[src/rtl/regbank_pkg.sv]
package regbank_pkg;

   // status word bit positions (bank selection is decoded from RB1/RB0)
   localparam int PSW_CY   = 0;
   localparam int PSW_ISP0 = 1;
   localparam int PSW_ISP1 = 2;
   localparam int PSW_RB0  = 3;
   localparam int PSW_AC   = 4;
   localparam int PSW_RB1  = 5;
   localparam int PSW_Z    = 6;
   localparam int PSW_IE   = 7;
   localparam int PSW_W    = 8;

   typedef enum logic [2:0] {
      COND_T  = 3'd0,
      COND_F  = 3'd1,
      COND_C  = 3'd2,
      COND_NC = 3'd3,
      COND_Z  = 3'd4,
      COND_NZ = 3'd5,
      COND_H  = 3'd6,
      COND_NH = 3'd7
   } cond_e;

   function automatic logic [1:0] bank_of(input logic [PSW_W-1:0] psw);
      return {psw[PSW_RB1], psw[PSW_RB0]};
   endfunction

endpackage

[src/rtl/regbank_storage.sv]
module regbank_storage #(
   parameter int DATA_W = 8,
   parameter int DEPTH  = 32,
   parameter logic [DATA_W-1:0] FILL = 8'h11,
   localparam int AW = $clog2(DEPTH)
) (
   input  logic              clk,
   input  logic              rst_n,
   input  logic              pair_we,
   input  logic [AW-1:0]     pair_lo_idx,
   input  logic [2*DATA_W-1:0] pair_d,
   input  logic              byte_we,
   input  logic [AW-1:0]     byte_idx,
   input  logic [DATA_W-1:0] byte_d,
   input  logic              win_we,
   input  logic [AW-1:0]     win_idx,
   input  logic [DATA_W-1:0] win_d,
   input  logic [AW-1:0]     rd_byte_idx,
   output logic [DATA_W-1:0] rd_byte_q,
   input  logic [AW-1:0]     rd_pair_lo_idx,
   output logic [2*DATA_W-1:0] rd_pair_q,
   output logic [DATA_W-1:0] rd_win_q
);

   localparam logic [AW-1:0] ONE = AW'(1);

   logic [DEPTH-1:0][DATA_W-1:0] cells;
   logic [AW-1:0] pair_hi_idx;
   logic [AW-1:0] rd_pair_hi_idx;

   assign pair_hi_idx    = pair_lo_idx | ONE;
   assign rd_pair_hi_idx = rd_pair_lo_idx | ONE;

   if (DEPTH != (1 << AW)) begin : g_depth_bad
      $error("regbank_storage: DEPTH must be a power of two");
   end

   for (genvar i = 0; i < DEPTH; i++) begin : g_cell
      localparam logic [AW-1:0] IDX = AW'(i);
      localparam bit IS_HI = (i % 2) == 1;
      logic [DATA_W-1:0] q;
      logic pair_hit;
      logic [DATA_W-1:0] pair_part;

      if (IS_HI) begin : g_hi
         assign pair_hit  = pair_we && (pair_hi_idx == IDX);
         assign pair_part = pair_d[2*DATA_W-1:DATA_W];
      end else begin : g_lo
         assign pair_hit  = pair_we && (pair_lo_idx == IDX);
         assign pair_part = pair_d[DATA_W-1:0];
      end

      always_ff @(posedge clk or negedge rst_n) begin
         if (!rst_n) begin
            q <= FILL;
         end else if (pair_hit) begin
            q <= pair_part;
         end else if (byte_we && (byte_idx == IDX)) begin
            q <= byte_d;
         end else if (win_we && (win_idx == IDX)) begin
            q <= win_d;
         end
      end

      assign cells[i] = q;
   end

   assign rd_byte_q = cells[rd_byte_idx];
   assign rd_pair_q = {cells[rd_pair_hi_idx], cells[rd_pair_lo_idx]};
   assign rd_win_q  = cells[win_idx];


   pair_split_chk: assert property (@(posedge clk) disable iff (!rst_n)
      pair_we |=> (cells[$past(pair_lo_idx) | ONE] == $past(pair_d[2*DATA_W-1:DATA_W]))
               && (cells[$past(pair_lo_idx) & ~ONE] == $past(pair_d[DATA_W-1:0])));


   byte_lands_chk: assert property (@(posedge clk) disable iff (!rst_n)
      (byte_we && !(pair_we && ((pair_lo_idx | ONE) == (byte_idx | ONE))))
      |=> cells[$past(byte_idx)] == $past(byte_d));


   win_lands_chk: assert property (@(posedge clk) disable iff (!rst_n)
      (win_we && !(pair_we && ((pair_lo_idx | ONE) == (win_idx | ONE)))
              && !(byte_we && (byte_idx == win_idx)))
      |=> cells[$past(win_idx)] == $past(win_d));

endmodule

[src/rtl/regbank_status.sv]
module regbank_status #(
   parameter int PSW_W = 8,
   parameter logic [PSW_W-1:0] PSW_INIT = 8'h06,
   parameter int SP_W = 16,
   parameter logic [SP_W-1:0] SP_INIT = 16'h0000
) (
   input  logic             clk,
   input  logic             rst_n,
   input  logic             psw_wr_en,
   input  logic [PSW_W-1:0] psw_wr_data,
   output logic [PSW_W-1:0] psw_q,
   input  logic             sp_wr_en,
   input  logic [SP_W-1:0]  sp_wr_data,
   output logic [SP_W-1:0]  sp_q,
   output logic             sp_misalign
);

   if (SP_INIT[0] != 1'b0) begin : g_sp_init_bad
      $error("regbank_status: SP_INIT must be even");
   end

   logic [PSW_W-1:0] psw_r;
   logic [SP_W-1:0]  sp_r;

   always_ff @(posedge clk or negedge rst_n) begin
      if (!rst_n) begin
         psw_r <= PSW_INIT;
      end else if (psw_wr_en) begin
         psw_r <= psw_wr_data;
      end
   end

   always_ff @(posedge clk or negedge rst_n) begin
      if (!rst_n) begin
         sp_r <= SP_INIT;
      end else if (sp_wr_en) begin
         sp_r <= {sp_wr_data[SP_W-1:1], 1'b0};
      end
   end

   assign psw_q       = psw_r;
   assign sp_q        = sp_r;
   assign sp_misalign = sp_wr_en & sp_wr_data[0];


   psw_load_chk: assert property (@(posedge clk) disable iff (!rst_n)
      psw_wr_en |=> psw_q == $past(psw_wr_data));


   psw_hold_chk: assert property (@(posedge clk) disable iff (!rst_n)
      !psw_wr_en |=> $stable(psw_q));


   sp_store_chk: assert property (@(posedge clk) disable iff (!rst_n)
      sp_wr_en |=> sp_q == {$past(sp_wr_data[SP_W-1:1]), 1'b0});


   sp_even_chk: assert property (@(posedge clk) disable iff (!rst_n)
      sp_q[0] == 1'b0);

endmodule

[src/rtl/regbank_cond.sv]
module regbank_cond
   import regbank_pkg::*;
#(
   parameter int OPND_W = 16
) (
   input  logic [2:0]        cond_sel,
   input  logic              flag_z,
   input  logic              flag_cy,
   input  logic [OPND_W-1:0] operand,
   output logic              cond_true
);

   logic opnd_nz;
   assign opnd_nz = |operand;

   always_comb begin
      unique case (cond_e'(cond_sel))
         COND_T:  cond_true = opnd_nz;
         COND_F:  cond_true = ~opnd_nz;
         COND_C:  cond_true = flag_cy;
         COND_NC: cond_true = ~flag_cy;
         COND_Z:  cond_true = flag_z;
         COND_NZ: cond_true = ~flag_z;
         COND_H:  cond_true = ~(flag_z | flag_cy);
         COND_NH: cond_true = flag_z | flag_cy;
         default: cond_true = 1'b0;
      endcase
   end

endmodule

[src/rtl/regbank_file.sv]
module regbank_file
   import regbank_pkg::*;
#(
   parameter int DATA_W        = 8,
   parameter int REGS_PER_BANK = 8,
   parameter int NUM_BANKS     = 4,
   parameter int SP_W          = 16,
   parameter int OPND_W        = 16,
   parameter logic [DATA_W-1:0] CELL_INIT = 8'h11,
   parameter logic [7:0]        PSW_INIT  = 8'h06,
   parameter logic [SP_W-1:0]   SP_INIT   = '0,
   localparam int REG_AW   = $clog2(REGS_PER_BANK),
   localparam int BANK_AW  = $clog2(NUM_BANKS),
   localparam int PAIR_AW  = REG_AW - 1,
   localparam int WIN_CELLS = NUM_BANKS * REGS_PER_BANK,
   localparam int WIN_AW   = REG_AW + BANK_AW
) (
   input  logic                clk,
   input  logic                rst_n,
   input  logic [REG_AW:0]     rd_byte_sel,
   output logic [DATA_W-1:0]   rd_byte_data,
   input  logic [PAIR_AW-1:0]  rd_pair_sel,
   output logic [2*DATA_W-1:0] rd_pair_data,
   input  logic                wr_byte_en,
   input  logic [REG_AW-1:0]   wr_byte_sel,
   input  logic [DATA_W-1:0]   wr_byte_data,
   input  logic                wr_pair_en,
   input  logic [PAIR_AW-1:0]  wr_pair_sel,
   input  logic [2*DATA_W-1:0] wr_pair_data,
   input  logic [WIN_AW-1:0]   win_addr,
   input  logic                win_wr_en,
   input  logic [DATA_W-1:0]   win_wr_data,
   output logic [DATA_W-1:0]   win_rd_data,
   input  logic                psw_wr_en,
   input  logic [7:0]          psw_wr_data,
   output logic [7:0]          psw_q,
   input  logic                sp_wr_en,
   input  logic [SP_W-1:0]     sp_wr_data,
   output logic [SP_W-1:0]     sp_q,
   output logic                sp_misalign,
   input  logic [2:0]          cond_sel,
   input  logic [OPND_W-1:0]   cond_operand,
   output logic                cond_true
);

   if (NUM_BANKS != 4) begin : g_banks_bad
      $error("regbank_file: two status bits select exactly four banks");
   end
   if (REGS_PER_BANK < 2 || REGS_PER_BANK != (1 << REG_AW)) begin : g_regs_bad
      $error("regbank_file: REGS_PER_BANK must be a power of two, at least 2");
   end
   if (DATA_W != PSW_W) begin : g_width_bad
      $error("regbank_file: cell width must match the status word");
   end

   // active bank and its window base: bank b lives at (NUM_BANKS-1-b)
   logic [BANK_AW-1:0] bank;
   logic [BANK_AW-1:0] base;
   assign bank = bank_of(psw_q);
   assign base = ~bank;

   logic [WIN_AW-1:0] rd_byte_idx, rd_pair_idx, wr_byte_idx, wr_pair_idx;
   assign rd_byte_idx = {base, rd_byte_sel[REG_AW-1:0]};
   assign rd_pair_idx = {base, rd_pair_sel, 1'b0};
   assign wr_byte_idx = {base, wr_byte_sel};
   assign wr_pair_idx = {base, wr_pair_sel, 1'b0};

   logic [DATA_W-1:0] byte_q;

   regbank_storage #(
      .DATA_W (DATA_W),
      .DEPTH  (WIN_CELLS),
      .FILL   (CELL_INIT)
   ) u_storage (
      .clk            (clk),
      .rst_n          (rst_n),
      .pair_we        (wr_pair_en),
      .pair_lo_idx    (wr_pair_idx),
      .pair_d         (wr_pair_data),
      .byte_we        (wr_byte_en),
      .byte_idx       (wr_byte_idx),
      .byte_d         (wr_byte_data),
      .win_we         (win_wr_en),
      .win_idx        (win_addr),
      .win_d          (win_wr_data),
      .rd_byte_idx    (rd_byte_idx),
      .rd_byte_q      (byte_q),
      .rd_pair_lo_idx (rd_pair_idx),
      .rd_pair_q      (rd_pair_data),
      .rd_win_q       (win_rd_data)
   );

   // "none" register reads as zero
   assign rd_byte_data = rd_byte_sel[REG_AW] ? '0 : byte_q;

   regbank_status #(
      .PSW_W    (PSW_W),
      .PSW_INIT (PSW_INIT),
      .SP_W     (SP_W),
      .SP_INIT  (SP_INIT)
   ) u_status (
      .clk         (clk),
      .rst_n       (rst_n),
      .psw_wr_en   (psw_wr_en),
      .psw_wr_data (psw_wr_data),
      .psw_q       (psw_q),
      .sp_wr_en    (sp_wr_en),
      .sp_wr_data  (sp_wr_data),
      .sp_q        (sp_q),
      .sp_misalign (sp_misalign)
   );

   regbank_cond #(
      .OPND_W (OPND_W)
   ) u_cond (
      .cond_sel  (cond_sel),
      .flag_z    (psw_q[PSW_Z]),
      .flag_cy   (psw_q[PSW_CY]),
      .operand   (cond_operand),
      .cond_true (cond_true)
   );


   bank_view_chk: assert property (@(posedge clk) disable iff (!rst_n)
      (!rd_byte_sel[REG_AW] && win_addr == {~bank_of(psw_q), rd_byte_sel[REG_AW-1:0]})
      |-> rd_byte_data == win_rd_data);


   none_zero_chk: assert property (@(posedge clk) disable iff (!rst_n)
      rd_byte_sel[REG_AW] |-> rd_byte_data == '0);


   bank_delay_chk: assert property (@(posedge clk) disable iff (!rst_n)
      (psw_wr_en && !wr_byte_en && !wr_pair_en && !win_wr_en)
      |=> rd_pair_data == {u_storage.cells[{~bank_of(psw_q), rd_pair_sel, 1'b1}],
                           u_storage.cells[{~bank_of(psw_q), rd_pair_sel, 1'b0}]});

endmodule

[config.mk]
export PLATFORM = sky130hd
export DESIGN_NAME = regbank_file
export DESIGN_NICKNAME = d
export VERILOG_FILES = /design/src/rtl/regbank_pkg.sv /design/src/rtl/regbank_storage.sv /design/src/rtl/regbank_status.sv /design/src/rtl/regbank_cond.sv /design/src/rtl/regbank_file.sv
export SDC_FILE = /design/constraint.sdc
export NUM_CORES = 1
export LEC_CHECK = 0
export ABC_AREA = 1
export BUFFER_PORTS_ARGS = -buffer_cell sky130_fd_sc_hd__buf_4
export CORE_ASPECT_RATIO = 1.5
export CORE_MARGIN = 3
export CORE_UTILIZATION = 45
export CTS_CLUSTER_DIAMETER = 30
export DETAILED_ROUTE_END_ITERATION = 7
export GPL_TIMING_DRIVEN = 0
export SLEW_MARGIN = 20
export SYNTH_ARGS = -nofsm -noshare
export SYNTH_HDL_FRONTEND = slang
export SYNTH_SLANG_ARGS = --single-unit
[constraint.sdc]
create_clock -name clk -period 5.9 [get_ports clk]
set_clock_uncertainty 0.2 [all_clocks]
set_input_delay 1.18 -clock clk [delete_from_list [all_inputs] [get_ports clk]]
set_output_delay 1.18 -clock clk [all_outputs]
set_load 0.02 [all_outputs]
==> flow_summary.toml, run 1 <==
[cts]
cts-root-buf = "clkbuf_16"
postCtsSetupRepairBufs = 0
numCtsBuffers = 76
hold_buffers = 0
cts_resized = 0
clk_path_buf_depth = 3
cts-htree-levels = 3
clock_sinks = 279

[grt]
gr-total-overflow = 28
grt_usage_pct = 69.0
grt_start_max_net_pins = 94
grt_pass1_wl_um = 266000
grt_pass1_vias = 33030

[place]
gp_congestion = 1.27
dp_hpwl_um = 136000
port_buffers = 138

[synth]
ys_ff_latch = 279
avgSynthCellArea_um2 = 5.89
ys_seq_area_share_pct = 30.1
synth_edf_count = 0
synth_nets = 4082
synth_cells = 3984
yosysUniqueCellTypes = 34
ys.flop_type = "dfrtp_1"
synth_warnings = 0
async_flop_share_pct = 100
syn_area_um2 = 23500

[outcome]
failing_step = "global routing"
run_status = "did not finish"
stop_error = "[ERROR GRT-0116] Global routing finished with congestion. Check the congestion regions in the DRC Viewer."

[floorplan]
die_y_um = 286
io-pin-count = 156
row_count = 101
initial_core_util_pct = 46.0
die_x_um = 193
[cells in the mapped netlist (65+ instances only)]
library cell,number,area (µm²)
o22ai_1,77,482
nor2_1,393,1480
inv_1,342,1280
dfrtp_1,213,5330
dfstp_2,66,1730
nand2_1,1254,4710
a21oi_1,257,1290
nand3_1,403,2020
o21ai_0,449,2250
buf_2,65,325
clkbuf_1,172,646
o211ai_1,73,548
[cells by family after synthesis]
family / Yosys count / synth area share, %
buffers and inverters: 650 / 11.0
AOI/OAI and AO/OA: 913 / 20.9
other: 1 / 0.0160
DFF: 279 / 30.1
muxes: 19 / 0.911
and+or+nand+nor: 2122 / 37.1
[through the flow]
step / utilization [%] / setup WS [ns] / instances / hold slack [ns] / area, µm²
after CTS: 55.0 / 0.412 / 4936 / 0.186 / 28100
after detailed placement: 49.9 / 0.408 / 4794 / 0.269 / 25500
after floorplan: - / 2.02 / 3984 / 0.249 / 23500
after global placement: 49.7 / 0.366 / 4791 / 0.264 / 25400
[layer usage]
layer,GRT usage (%),GRT overflow
met1,72.7,0
met2,84.4,13
met3,51.6,0
met4,65.8,15
met5,11.4,0
==> run 2: changes to the inputs <==
--- a/config.mk
+++ b/config.mk
@@ -7,12 +7,11 @@
 export LEC_CHECK = 0
 export ABC_AREA = 1
 export BUFFER_PORTS_ARGS = -buffer_cell sky130_fd_sc_hd__buf_4
-export CORE_ASPECT_RATIO = 1.5
 export CORE_MARGIN = 3
-export CORE_UTILIZATION = 45
-export CTS_CLUSTER_DIAMETER = 30
+export CORE_UTILIZATION = 30
 export DETAILED_ROUTE_END_ITERATION = 7
 export GPL_TIMING_DRIVEN = 0
+export PLACE_DENSITY_LB_ADDON = 0.15
 export SLEW_MARGIN = 20
 export SYNTH_ARGS = -nofsm -noshare
 export SYNTH_HDL_FRONTEND = slang
==> run 2 against run 1 <==
Net effect:
- the flow now finishes, with violations (DRC)
- synthesized area stayed put
- synthesized cell count did not move
==> flow_summary.toml, run 2 <==
[outcome]
run_status = "complete, but fails checks"
violations = "DRC"

[sta]
setup-violations-final = 0
fmax_ghz = 0.176
min_period_over_period_pct = 96.2
fin_crit_ns = 5.67
relSlewSlack_pct = 7.97
maxSlewViolCount = 0
final-hold-violation-count = 0
rsz0062_at_grt = "false"
worstMarginPinSlew_ns = 1.38
worst_slack_ns = 0.226

[cts]
cts_resized = 0
postCtsSetupRepairBufs = 0
hold_buffers = 0
clk_path_buf_depth = 3
clkTransAtPathRegs_ns = 0.06
cts-root-buf = "clkbuf_16"
cts-htree-levels = 2
numCtsBuffers = 39
clock_sinks = 279
cts_tree = "yes"
clk_latency_ns = 0.61

[synth]
yosysUniqueCellTypes = 34
netlist_top_cells_count = "nand2_1 (1254), o21ai_0 (449), nand3_1 (403), nor2_1 (393), inv_1 (342)"
syn_area_um2 = 23500
synth_top_cell_by_area = "dfrtp_1"
ys_ff_latch = 279
synth_edf_count = 0
ys.flop_type = "dfrtp_1"
yosysMostFrequentCell = "nand2_1"
avgSynthCellArea_um2 = 5.89
async_flop_share_pct = 100
synth_cells = 3984
synth_nets = 4082
yosys.area.top_type_share_pct = 22.7
synth_warnings = 0
yosys-top-cells-area = "dfrtp_1 (23%), nand2_1 (20%), o21ai_0 (9.6%)"
ys_seq_area_share_pct = 30.1

[run]
max_cap_viol_count = 0

[setup_path]
worstPathArrival_ns = 4.29
critPathMaxFanout = 10
worstReg2RegEnd = "u_storage.g_cell[16].q[2]$_DFFE_PN0P_"
ff2ff_path_depth = 8
reg2reg_from = "u_status.psw_q[5]$_DFFE_PN0P_"
required_ns = 4.52
start_kind = "primary input"
rrSetupSlack_ns = 2.73
end_kind = "output port"
worst-setup-path-type = "primary input to output port"

[floorplan]
initial_core_util_pct = 30.6
io-pin-count = 156
dieArea_um2 = 81700
core_area_um2 = 76700
die_x_um = 286
row_count = 101
die_y_um = 286

[power_and_ir_drop]
p_int_mw = 5.02
clock_power_share_pct = 26.3
sw_frac_of_total_pct = 49.4
p_seq_share_pct = 34.1
netSwitchingPower_mw = 4.89
irDropWorstVdd_mv = 0.234
pwr-share-comb_pct = 39.5
leakage_nw = 13.2
cellPowerDensity_nw_per_um2 = 363

[final_layout]
final_common_cell = "nand2_1"
largest_reg_flops = 256
drive_gt1_share_pct = 10.7
final_net_count = 4264
largest_register = "u_storage.g_cell.q"
final_cell_mix = "nand2_1 (1254), o21ai_0 (447), nand3_1 (403), nor2_1 (391), inv_1 (342)"
syn_to_final_growth_pct = 16.2
utilization_pct = 35.6

[place]
dp_hpwl_um = 158000
gp_congestion = 1.10
dp_slack_ns = 0.328
port_buffers = 138

[grt]
grt_pass1_vias = 29048
grt_pass1_wl_um = 266000
grt_usage_pct = 48.4
gr-total-overflow = 0
grt_start_max_net_pins = 90
antenna_found_initial = 13

[drt]
drt_iter0_drc = 5691
drt-total-wl_um = 204000
vias_per_cell = 6.23
num_vias = 32602
dr.pass1.iters = 8
drtAntennaViolNets = 0
wire_per_inst_um = 39.0
drc = 5

[worst_hold_path]
worstHoldStart = "u_storage.g_cell[8].q[4]$_DFFE_PN1P_"
hold_path.class = "flip-flop to flip-flop"
hold_path_end = "u_storage.g_cell[8].q[4]$_DFFE_PN1P_"
hold_depth = 2
## run 2: per-layer routing
layer  share of wire (%)  GRT usage, %  vias up
met5               0.020             0        -
met3                  15          18.9      701
met1                  38          61.8    15493
met4                 9.1          35.6        8
li1                    -             -    13419
met2                  38          65.3     2981
## run 2: power by group through the flow
stage	registers (mW)	logic, mW	clock network [mW]
6_report	3.38	3.92	2.61
5_1_grt	3.37	4.01	2.65
4_1_cts	3.27	3.64	2.59
3_5_place_dp	3.30	3.63	0
3_3_place_gp	3.30	3.65	0
2_1_floorplan	2.90	1.87	0
## run 2: cell families after synthesis
family	count (synthesis)	synth area share [%]
other cells	1	0.0160
flops	279	30.1
simple gates	2122	37.1
mux	19	0.911
buf+inv	650	11.0
compound gates	913	20.9
## run 2: metrics by stage
| step | hold slack [ns] | cell area (µm²) | setup TNS, ns | total power [mW] | cells |
|---|---|---|---|---|---|
| finish | 0.284 | 27300 | 0 | 9.91 | 5237 |
| global route | 0.297 | 27300 | 0 | 10.0 | 5227 |
| CTS | 0.279 | 27300 | 0 | 9.51 | 5227 |
| detailed placement | 0.272 | 25900 | 0 | 6.93 | 5155 |
| global placement | 0.265 | 25800 | -1.79 | 6.95 | 5152 |
| floorplan | 0.249 | 23500 | 0 | 4.77 | 3984 |
## run 2: worst max path at each step
stage,depth (start not counted),slack [ns],end,start
2_1_floorplan,9,2.02,win_rd_data[3],win_addr[0]
3_3_place_gp,10,-0.45,win_rd_data[4],win_addr[0]
3_5_place_dp,10,0.33,win_rd_data[1],win_addr[0]
4_1_cts,10,0.31,win_rd_data[1],win_addr[0]
5_1_grt,10,0.29,win_rd_data[1],win_addr[0]
6_report,12,0.23,win_rd_data[1],win_addr[0]
## run 2: layout make-up
class / instances / area [µm²]
Antenna cell: 10 / 25.0
Buffer: 282 / 1230
Clock buffer: 56 / 1130
Clock inverter: 16 / 184
Fill cell: 8745 / 49400
Inverter: 368 / 1380
Multi-Input combinational cell: 3055 / 13900
Sequential cell: 279 / 7060
Tap cell: 1030 / 1290
Timing Repair Buffer: 141 / 1130
## run 2: worst max-delay path: stages
cell	delay (ns)
clkbuf_1	0.16
nand2_1	0.59
buf_2	0.51
buf_2	0.52
nor2_1	0.07
a21oi_1	0.16
nand2_1	0.16
nand2_1	0.34
nand3_1	0.13
nor2_1	0.21
nor2_1	0.07
buf_4	0.16
Note: power is estimated with default switching activity, not from simulation.
